--- config.mk ---
export PLATFORM = sky130hd
export DESIGN_NAME = rtc_bcd_clock
export DESIGN_NICKNAME = d
export VERILOG_FILES = /design/src/rtl/rtc_pkg.sv /design/src/rtl/rtc_ctrl.sv /design/src/rtl/rtc_datapath.sv /design/src/rtl/rtc_bcd_clock.sv
export SDC_FILE = /design/constraint.sdc
export NUM_CORES = 1
export LEC_CHECK = 0
export BUFFER_PORTS_ARGS = -buffer_cell sky130_fd_sc_hd__buf_2
export CORE_ASPECT_RATIO = 0.6
export CORE_MARGIN = 8
export CORE_UTILIZATION = 44
export DETAILED_ROUTE_END_ITERATION = 7
export GPL_TIMING_DRIVEN = 0
export PLACE_DENSITY = 0.69
export SKIP_CTS_REPAIR_TIMING = 1
export SLEW_MARGIN = 15
export SYNTH_ARGS = -nofsm -noshare
export SYNTH_HDL_FRONTEND = slang
export SYNTH_HIERARCHICAL = 1
export SYNTH_SLANG_ARGS = --single-unit
--- constraint.sdc ---
create_clock -name clk -period 4 [get_ports clk]
set_input_delay 0.8 -clock clk [delete_from_list [all_inputs] [get_ports clk]]
set_output_delay 0.8 -clock clk [all_outputs]
set_load 0.05 [all_outputs]
--- src/rtl/rtc_pkg.sv ---
package rtc_pkg;

  localparam int FIELD_CNT = 7;

  localparam int F_SEC  = 0;
  localparam int F_MIN  = 1;
  localparam int F_HOUR = 2;
  localparam int F_DATE = 3;
  localparam int F_WDAY = 4;
  localparam int F_MON  = 5;
  localparam int F_YEAR = 6;

  typedef struct packed {
    logic [FIELD_CNT-1:0] loadField;
    logic                 loadCtrl;
    logic                 softRst;
    logic                 advance;
  } rtc_strobe_t;

  // BCD step: returns {wrap, next}; at or past 'last' it wraps to 'first'
  function automatic logic [8:0] bcdStep(input logic [7:0] cur,
                                         input logic [7:0] last,
                                         input logic [7:0] first);
    logic [8:0] res;
    if (cur >= last)            res = {1'b1, first};
    else if (cur[3:0] >= 4'd9)  res = {1'b0, cur[7:4] + 4'd1, 4'd0};
    else                        res = {1'b0, cur[7:4], cur[3:0] + 4'd1};
    return res;
  endfunction

  // divisible by four, BCD year: tens even -> units 0/4/8, tens odd -> 2/6
  function automatic logic isLeap(input logic [7:0] yr);
    logic r;
    if (!yr[4]) r = (yr[3:0] == 4'd0) || (yr[3:0] == 4'd4) || (yr[3:0] == 4'd8);
    else        r = (yr[3:0] == 4'd2) || (yr[3:0] == 4'd6);
    return r;
  endfunction

  function automatic logic [7:0] monthLast(input logic [7:0] mon,
                                           input logic [7:0] yr);
    logic [7:0] d;
    case (mon)
      8'h02:                      d = isLeap(yr) ? 8'h29 : 8'h28;
      8'h04, 8'h06, 8'h09, 8'h11: d = 8'h30;
      default:                    d = 8'h31;
    endcase
    return d;
  endfunction

endpackage

--- src/rtl/rtc_ctrl.sv ---
module rtc_ctrl
  import rtc_pkg::*;
#(
  parameter int ADDR_W    = 3,
  parameter int CTRL_ADDR = 0,
  parameter int TIME_BASE = 1
) (
  input  logic              clk,
  input  logic              rstN,
  input  logic              tickEn,
  input  logic              wrEn,
  input  logic [ADDR_W-1:0] addr,
  input  logic              softBit,
  input  logic              halted,
  output rtc_strobe_t       stb
);

  logic [FIELD_CNT-1:0] fieldHit;

  generate
    for (genvar i = 0; i < FIELD_CNT; i++) begin : g_hit
      assign fieldHit[i] = wrEn && (addr == ADDR_W'(TIME_BASE + i));
    end
  endgenerate

  always_comb begin
    stb           = '0;
    stb.loadField = fieldHit;
    stb.loadCtrl  = wrEn && (addr == ADDR_W'(CTRL_ADDR));
    stb.softRst   = stb.loadCtrl && softBit;
    // any host write cycle swallows the tick
    stb.advance   = tickEn && !halted && !wrEn;
  end

  // a write reaches at most one register
  a_r2_one_target: assert property (@(posedge clk) disable iff (!rstN)
    $onehot0({stb.loadField, stb.loadCtrl}));

  // a stopped clock never emits an advance
  a_r9_halt_blocks: assert property (@(posedge clk) disable iff (!rstN)
    halted |-> !stb.advance);

endmodule

--- src/rtl/rtc_datapath.sv ---
module rtc_datapath
  import rtc_pkg::*;
#(
  parameter int ADDR_W    = 3,
  parameter int CTRL_ADDR = 0,
  parameter int TIME_BASE = 1
) (
  input  logic              clk,
  input  logic              rstN,
  input  rtc_strobe_t       stb,
  input  logic [7:0]        wrData,
  input  logic              oscFail,
  input  logic [ADDR_W-1:0] rdAddr,
  output logic [7:0]        rdData,
  output logic              halted
);

  localparam logic [ADDR_W-1:0] BASE_A = ADDR_W'(TIME_BASE);
  localparam logic [ADDR_W-1:0] CTRL_A = ADDR_W'(CTRL_ADDR);
  localparam logic [ADDR_W-1:0] CNT_A  = ADDR_W'(FIELD_CNT);

  logic [7:0] secR, minR, hourR, dateR, wdayR, monR, yrR;
  logic       oscFlag, twelveHour, haltBit;

  logic [8:0] secStep, minStep, hour24Step, dateStep, monStep, yrStep;
  logic [7:0] lastDay, h12, h12Next, hourNext, wdayNext;
  logic       pmNext, hourCarry, dayTick;

  assign secStep    = bcdStep(secR, 8'h59, 8'h00);
  assign minStep    = bcdStep(minR, 8'h59, 8'h00);
  assign hour24Step = bcdStep(hourR, 8'h23, 8'h00);
  assign lastDay    = monthLast(monR, yrR);
  assign dateStep   = bcdStep(dateR, lastDay, 8'h01);
  assign monStep    = bcdStep(monR, 8'h12, 8'h01);
  assign yrStep     = bcdStep(yrR, 8'h99, 8'h00);
  assign wdayNext   = (wdayR >= 8'd6) ? 8'd0 : wdayR + 8'd1;
  assign dayTick    = stb.advance && secStep[8] && minStep[8] && hourCarry;

  always_comb begin
    h12     = hourR & 8'h1F;
    h12Next = 8'h01;
    pmNext  = hourR[5];
    if (twelveHour) begin
      if (h12 == 8'h12)          h12Next = 8'h01;
      else if (h12[3:0] == 4'h9) h12Next = {h12[7:4] + 4'd1, 4'h0};
      else                       h12Next = h12 + 8'd1;
      pmNext    = (h12 == 8'h11) ? ~hourR[5] : hourR[5];
      hourNext  = h12Next | {2'b00, pmNext, 5'b00000};
      hourCarry = (h12 == 8'h11) && hourR[5];
    end else begin
      hourNext  = hour24Step[7:0];
      hourCarry = hour24Step[8];
    end
  end

  always_ff @(posedge clk or negedge rstN) begin
    if (!rstN) begin
      secR <= 8'h00; minR <= 8'h00; hourR <= 8'h00; dateR <= 8'h01;
      wdayR <= 8'h00; monR <= 8'h01; yrR <= 8'h00;
      oscFlag <= 1'b1; twelveHour <= 1'b0; haltBit <= 1'b0;
    end else begin
      if (stb.softRst) begin
        secR <= 8'h00; minR <= 8'h00; hourR <= 8'h00; dateR <= 8'h01;
        wdayR <= 8'h00; monR <= 8'h01; yrR <= 8'h00;
      end else if (stb.advance) begin
        secR <= secStep[7:0];
        if (secStep[8]) begin
          minR <= minStep[7:0];
          if (minStep[8]) begin
            hourR <= hourNext;
            if (hourCarry) begin
              dateR <= dateStep[7:0];
              wdayR <= wdayNext;
              if (dateStep[8]) begin
                monR <= monStep[7:0];
                if (monStep[8]) yrR <= yrStep[7:0];
              end
            end
          end
        end
      end else begin
        if (stb.loadField[F_SEC])  secR  <= wrData & 8'h7F;
        if (stb.loadField[F_MIN])  minR  <= wrData & 8'h7F;
        if (stb.loadField[F_HOUR]) hourR <= wrData & 8'h3F;
        if (stb.loadField[F_DATE]) dateR <= wrData & 8'h3F;
        if (stb.loadField[F_WDAY]) wdayR <= wrData & 8'h07;
        if (stb.loadField[F_MON])  monR  <= wrData & 8'h1F;
        if (stb.loadField[F_YEAR]) yrR   <= wrData;
      end
      if (stb.loadCtrl) begin
        twelveHour <= wrData[3];
        haltBit    <= wrData[5];
      end
      if (oscFail || stb.softRst)     oscFlag <= 1'b1;
      else if (stb.loadField[F_SEC])  oscFlag <= wrData[7];
    end
  end

  assign halted = haltBit;

  logic [ADDR_W-1:0] idx;
  logic [7:0]        fieldVal [FIELD_CNT];
  assign idx = rdAddr - BASE_A;

  always_comb begin
    fieldVal[F_SEC]  = {oscFlag, secR[6:0]};
    fieldVal[F_MIN]  = minR;
    fieldVal[F_HOUR] = hourR;
    fieldVal[F_DATE] = dateR;
    fieldVal[F_WDAY] = wdayR;
    fieldVal[F_MON]  = monR;
    fieldVal[F_YEAR] = yrR;
    rdData = 8'h00;
    if (rdAddr == CTRL_A)
      rdData = {2'b00, haltBit, 1'b0, twelveHour, 3'b000};
    else if (rdAddr >= BASE_A && idx < CNT_A)
      rdData = fieldVal[idx];
  end

  // a tick at 59 seconds wraps seconds to zero
  a_r3_sec_wrap: assert property (@(posedge clk) disable iff (!rstN)
    stb.advance && secR == 8'h59 |=> secR == 8'h00);

  // oscillator failure raises the flag on the next edge
  a_r8_fail_sets_flag: assert property (@(posedge clk) disable iff (!rstN)
    oscFail |=> oscFlag);

  // seconds hold when neither ticked, written nor soft-reset
  a_r9_idle_hold: assert property (@(posedge clk) disable iff (!rstN)
    !stb.advance && !stb.softRst && !stb.loadField[F_SEC] |=> $stable(secR));

  // a minutes write lands as written, masked to its field
  a_r10_write_lands: assert property (@(posedge clk) disable iff (!rstN)
    stb.loadField[F_MIN] |=> minR == ($past(wrData) & 8'h7F));

  // date wraps to the first on a day advance at month end
  a_r6_month_end: assert property (@(posedge clk) disable iff (!rstN)
    dayTick && dateR == lastDay |=> dateR == 8'h01);

  // year wraps at 99 when December ends
  a_r7_year_wrap: assert property (@(posedge clk) disable iff (!rstN)
    dayTick && dateStep[8] && monStep[8] && yrStep[8] |=> yrR == 8'h00);

endmodule

--- src/rtl/rtc_bcd_clock.sv ---
module rtc_bcd_clock
  import rtc_pkg::*;
#(
  parameter int ADDR_W    = 3,
  parameter int CTRL_ADDR = 0,
  parameter int TIME_BASE = 1
) (
  input  logic              clk,
  input  logic              rstN,
  input  logic              tickEn,
  input  logic              oscFail,
  input  logic              wrEn,
  input  logic [ADDR_W-1:0] addr,
  input  logic [7:0]        wrData,
  output logic [7:0]        rdData
);

  rtc_strobe_t stb;
  logic        halted;

  rtc_ctrl #(.ADDR_W(ADDR_W), .CTRL_ADDR(CTRL_ADDR), .TIME_BASE(TIME_BASE)) u_ctrl (
    .clk(clk), .rstN(rstN), .tickEn(tickEn), .wrEn(wrEn), .addr(addr),
    .softBit(wrData[4]), .halted(halted), .stb(stb)
  );

  rtc_datapath #(.ADDR_W(ADDR_W), .CTRL_ADDR(CTRL_ADDR), .TIME_BASE(TIME_BASE)) u_dp (
    .clk(clk), .rstN(rstN), .stb(stb), .wrData(wrData), .oscFail(oscFail),
    .rdAddr(addr), .rdData(rdData), .halted(halted)
  );

endmodule

After elaboration in Yosys (flattened, before gate mapping) --
Cells that the tools add are included.
Storage, ports and cells: register bits after elaboration 59, output and inout bits 8, word-level logic and storage cells 192, bits in read-only memories 0, bits in writable memories 0, bits in latches 0, memories 0
Cells by class: shift operators 0, multiply operators 0, multiplexer cells 69, magnitude comparators 16, reductions and logical operators 42, bitwise gates (word level) 3, div/mod/pow operators 0, add/sub/neg operators 16, equality and inequality tests 30
Operators by type and width (number):
- 2-to-1 mux 8 bit | 55
- adder 4 x 1 -> 4 bit, second input constant | 12
- 2-to-1 mux 9 bit | 5
- greater-or-equal comparator 4 bit, second input constant | 7
- binary-select mux 8 bit (select 3 bit) | 1
- nonzero test 3 bit | 7
- inequality test 4 x 1 -> 1 bit, second input constant | 5
- == test 8 x 3 -> 1 bit, second input constant | 2
- greater-or-equal comparator 8 x 7 -> 1 bit, second input constant | 2
- one-hot mux 8 bit (2 select lines) | 1
- inequality test 3 x 1 -> 1 bit, second input constant | 5
- logical AND 1 bit | 13
- == test 3 bit, second input constant | 4
- AND reduction 4 bit | 3
- AND reduction 6 bit | 2
- == test 5 bit, second input constant | 2
- AND reduction 5 bit | 2
- adder 8 x 1 -> 8 bit, second input constant | 1
- == test 4 x 3 -> 1 bit, second input constant | 2
- == test 4 bit, second input constant | 2
- == test 8 x 2 -> 1 bit, second input constant | 1
- == test 8 x 4 -> 1 bit, second input constant | 1
- == test 8 x 5 -> 1 bit, second input constant | 1
- greater-or-equal comparator 8 x 3 -> 1 bit, second input constant | 1
- other kinds (26) | 39

Longest topological paths before layout --
depth in word-level cells 15, mapped depth 13, mapped depth without buffers 12

Hierarchy --
Netlist, hierarchy kept.
Modules (own cells, without submodules):
- rtc_datapath | cells an instance 543, seq. area each 1480.2 um^2, instances 1, area each 4884.7 um^2
- rtc_ctrl | cells an instance 15, seq. area each 0.0 um^2, instances 1, area each 88.8 um^2

Worst setup path before layout --
OpenSTA, ideal clock, no wires.
path kind input-to-output, start in addr[0], end out rdData[0], stages 7, slack -0.265 ns, data arrival time 3.465 ns, cell sequence buf_2 -> inv_1 -> ha_1 -> buf_2 -> buf_1 -> mux4_2 -> a211oi_1
On the way: cells in the longest elaborated chain, start to end 7, elaborated cells on any way between the ends 11, those cells by class add/sub: 1; order compare: 2; mux: 5; bitwise: 1; reduce/logical: 2
Ends and longest elaborated chain:
- start: declaration | line rtc_bcd_clock.sv:13 | input logic [ADDR_W-1:0] addr,
- subtractor 3 x 1 -> 3 bit | line rtc_datapath.sv:103 | assign idx = rdAddr - BASE_A;
- inverter 3 -> 4 bit (implied by the code) | line rtc_datapath.sv:117 | rdData = fieldVal[idx];
- binary-select mux 8 bit (select 3 bit) | line rtc_datapath.sv:117
- 2-to-1 mux 8 bit (implied by the code) (2 in a row) | line rtc_datapath.sv:117
- 2-to-1 mux 8 bit | line rtc_datapath.sv:116 | else if (rdAddr >= BASE_A && idx < CNT_A)
- 2-to-1 mux 8 bit * | line rtc_datapath.sv:114 | if (rdAddr == CTRL_A)
- end: declaration | line rtc_bcd_clock.sv:15 | output logic [7:0] rdData
Mark *: on every way between the ends. The rest lies on a longest branch, timed or not. The select of a mux whose other input is x is not followed.

Final worst setup path --
start in addr[0], end out rdData[3]
Same word-level chain as after synthesis.

==> impl_metrics.py <==
metrics = {
    "status": {
        "outcome": "complete, no violations",
    },
    "pwr": {
        "comb_power_share": 0.465,
        "switching_power_mw": 1.695,
        "leakage_power_total_nw": 2.426,
        "power_report.internal_total_mw": 1.985,
        "clock_power_share": 0.218,
        "powerDensity_nw_per_um2": 658.1,
        "totalPowerFinal_mw": 3.681,
        "peakVddDrop_uv": 322.4,
        "swShare": 0.4606,
        "portion_of_total_power_attributed_to_sequential_cells": 0.317,
    },
    "cells_and_area": {
        "finalNetCount": 651,
        "n_fill_cell": 1047,
        "fraction_of_final_layout_cells_sized_beyond_drive_strength_1": 0.1812,
        "synth_to_final_area_change_pct": 12.45,
        "antenna-diode-count": 0,
    },
    "clock_network": {
        "worst_setup_hold_path_clk_slew_ns": 0.05,
        "clock_path_buffers": 2,
        "tritoncts_clock_tree": "built",
        "number_of_clock_sinks": 59,
        "htree_levels": 3,
        "ctsRootBufferMaster": "clkbuf_16",
        "clk-insertion-delay-late_ns": 0.34,
        "cts_made_buffers": 9,
    },
    "placed_design": {
        "dp_hpwl_um": 12360,
        "place.gp.congestion": 0.9413,
        "setup_ws_pre_cts_ns": -0.2428,
        "io_buffers": 23,
    },
    "route": {
        "drt_pre_antenna_iters": 6,
        "avgRoutedWirePerCell_um": 22.60,
        "drt_drc_violations_left": 0,
        "routed-via-count": 4880,
        "via_count_normalized_by_instance_count": 6.595,
        "wirelength_um": 16720,
        "postRouteAntennaNets": 0,
        "drt_first_iter_violations": 719,
    },
    "min_path": {
        "holdPathStages": 1,
        "hold_start": "u_dp/secR[7]",
        "timing.hold.worst_endpoint": "u_dp/secR[7]",
        "hold_path_class": "flip-flop to flip-flop",
    },
    "job": {
        "drv_cap": 0,
    },
    "floorplanning": {
        "die_height_um": 98.36,
        "die-area_sq_um": 15070,
        "floorplan.die.width_um": 153.3,
        "core_region_area_sq_um": 11150,
        "ios": 24,
        "std_cell_rows": 30,
        "initial_core_util": 0.4461,
    },
    "sta": {
        "worst_slew_pin_slew_ns": 1.184,
        "period_needed_ns": 3.863,
        "rsz0062_at_grt": "false",
        "fin_crit_sh": 0.9658,
        "timing.final.setup_violations": 0,
        "report.final.slew_viol_count": 0,
        "max_freq_mhz": 258.8,
        "hold_violations": 0,
        "setup_ws_ns": 0.1367,
        "finClkSkew_ns": 0.006114,
        "timing.slew.headroom": 0.2088,
    },
    "logic_synthesis": {
        "synth-async-reset-ratio": 1.000,
        "ys_dominant_reg_cell": "dfrtp_1",
        "ys_types": 76,
        "synth_edf_count": 0,
        "mappedNetlistArea_sq_um": 4974,
        "yosysSeqAreaShare": 0.2976,
        "ys_seq_elements": 59,
        "synth.avg_cell_area_sq_um": 8.913,
        "synthesis.nets": 618,
        "netlist_instances": 558,
        "yosysWarningCount": 6,
    },
    "setup_path": {
        "r2r_slack_ns": 0.22,
        "start_kind": "primary input",
        "timing.critical_path.slowest_cell_delay_ns": 0.29,
        "crit-reg2reg-launch": "u_dp/yrR[0]",
        "library_cell_appearing_most_often_on_the_critical_path": "clkbuf_4",
        "worstPathMaxFanout": 10,
        "launch_point_of_the_critical_path": "addr[0]",
        "reg2reg_depth": 12,
        "crit_path_top_delay_cell": "a21o_1",
        "timing_worst_setup_path_type": "primary input to output pin",
        "worstSetupEndpointType": "output pin",
        "worstPathArrival_ns": 3.06,
        "critical_path_required_ns": 3.20,
        "critical_path.cell_chain": "buf_2 -> clkbuf_4 -> inv_1 -> ha_1 -> buf_2 -> clkbuf_4 -> o32ai_1 -> a21o_1 -> o21ai_1 -> clkbuf_4",
        "crit-reg2reg-capture": "u_dp/monR[6]",
    },
    "global_route": {
        "gr-usage-met2": 0.3058,
        "top_usage_layer": "met1",
        "first_pass_grt_wire_length_um": 26450,
        "antenna_violations_before_repair": 0,
        "globalRouteMet1Util": 0.3245,
        "first_global_vias": 4744,
        "grt_usage": 0.2246,
        "groute.layer.met3.usage": 0.06746,
        "grt_remaining_overflow": 0,
        "grt_max_degree": 60,
    },
}
==> sequential cells by signal, summed over array words and instances, names as in the netlist <==
name	cells
u_dp/dateR	8
u_dp/halted	1
u_dp/hourR	8
u_dp/minR	8
u_dp/monR	8
u_dp/oscFlag	1
u_dp/secR	8
u_dp/twelveHour	1
u_dp/wdayR	8
u_dp/yrR	8
==> area by class of cell <==
| cell class | count | area, sq um | share of cell area |
|---|---|---|---|
| plain buffers | 26 | 145.1 | 0.02595 |
| clock buffers | 14 | 274.0 | 0.04899 |
| clock inverters | 2 | 35.03 | 0.006264 |
| inverters | 38 | 142.6 | 0.02550 |
| multi-input cells | 434 | 3216 | 0.5749 |
| flip-flops and latches | 59 | 1480 | 0.2647 |
| well taps | 144 | 180.2 | 0.03221 |
| repair buffers | 23 | 120.1 | 0.02148 |
==> metrics by stage <==
step | utilization | TNS [ns] | cell area [sq um] | hold WS, ns | std cells
2_1_floorplan | - | -0.4373 | 4979 | 0.4691 | 558
3_3_place_gp | 0.4731 | -0.2328 | 5274 | 0.5115 | 725
3_5_place_dp | 0.4733 | -0.3628 | 5276 | 0.5171 | 725
4_1_cts | 0.5010 | -0.4198 | 5585 | 0.5337 | 741
5_1_grt | 0.5017 | 0 | 5593 | 0.5668 | 740
6_report | 0.5017 | 0 | 5593 | 0.5397 | 740
==> cells in the mapped netlist (13+ instances only) <==
master	instances	area share
dfrtp_1	56	0.28
o31ai_1	13	0.020
o21ai_0	48	0.048
mux2_2	13	0.029
nand3_1	13	0.013
ha_1	44	0.11
nor3_1	19	0.019
nand2b_1	13	0.016
nor2_1	53	0.040
a21oi_1	34	0.034
inv_1	37	0.028
nand2_1	27	0.020
==> cells by family (layout without fill, tap and decap cells) <==
group | after synthesis | in the layout | synth area share
XOR/XNOR | 1 | 1 | 0.001761
AND/OR/NAND/NOR | 176 | 176 | 0.1904
AO/OA/AOI/OAI | 184 | 184 | 0.2599
flip-flops | 59 | 59 | 0.2976
multiplexers | 29 | 29 | 0.08277
adder cells (fa/ha/maj) | 44 | 44 | 0.1107
buffers and inverters | 65 | 103 | 0.05686
==> critical path: cells and delay by family <==
| family | cells | cell delay [ns] |
|---|---|---|
| AO/OA/AOI/OAI | 3 | 0.65 |
| adder cells (fa/ha/maj) | 1 | 0.28 |
| buffers and inverters | 6 | 1.31 |
==> power groups by stage <==
stage / sequential (mW) / combinational, mW / clock [mW]
2_1_floorplan: 1.01 / 1.26 / 0
3_3_place_gp: 1.14 / 1.59 / 0
5_1_grt: 1.20 / 1.88 / 0.842
3_5_place_dp: 1.15 / 1.64 / 0
6_report: 1.17 / 1.71 / 0.804
4_1_cts: 1.14 / 1.66 / 0.816
==> cells in the final DEF (no fill, tap or decap), drive strengths merged, types with 8 or more instances in the layout <==
cell,count
inv,37
nor2,54
o21ai,52
a21oi,35
clkbuf,27
dfrtp,56
nand2,28
nand2b,14
nor2b,10
mux4,8
nand3,13
nor3,20
mux2,14
ha,44
o31ai,14
buf,36
==> how the worst max path moves through the flow <==
stage,endpoint,slack [ns]
final,rdData[3],0.14
after global routing,rdData[3],0.04
after CTS,rdData[3],-0.26
after detailed placement,rdData[3],-0.24
after global placement,rdData[3],-0.19
after floorplan,rdData[3],-0.22
==> metal layers <==
metal  wire [um]  share of wire  vias up
met1        7171           0.43     2326
li1            -              -     2156
met4         455          0.027        0
met5           0              0        -
met3        2517           0.15       56
met2        6577           0.39      342
No activity file was read; power rests on OpenSTA's default activity.
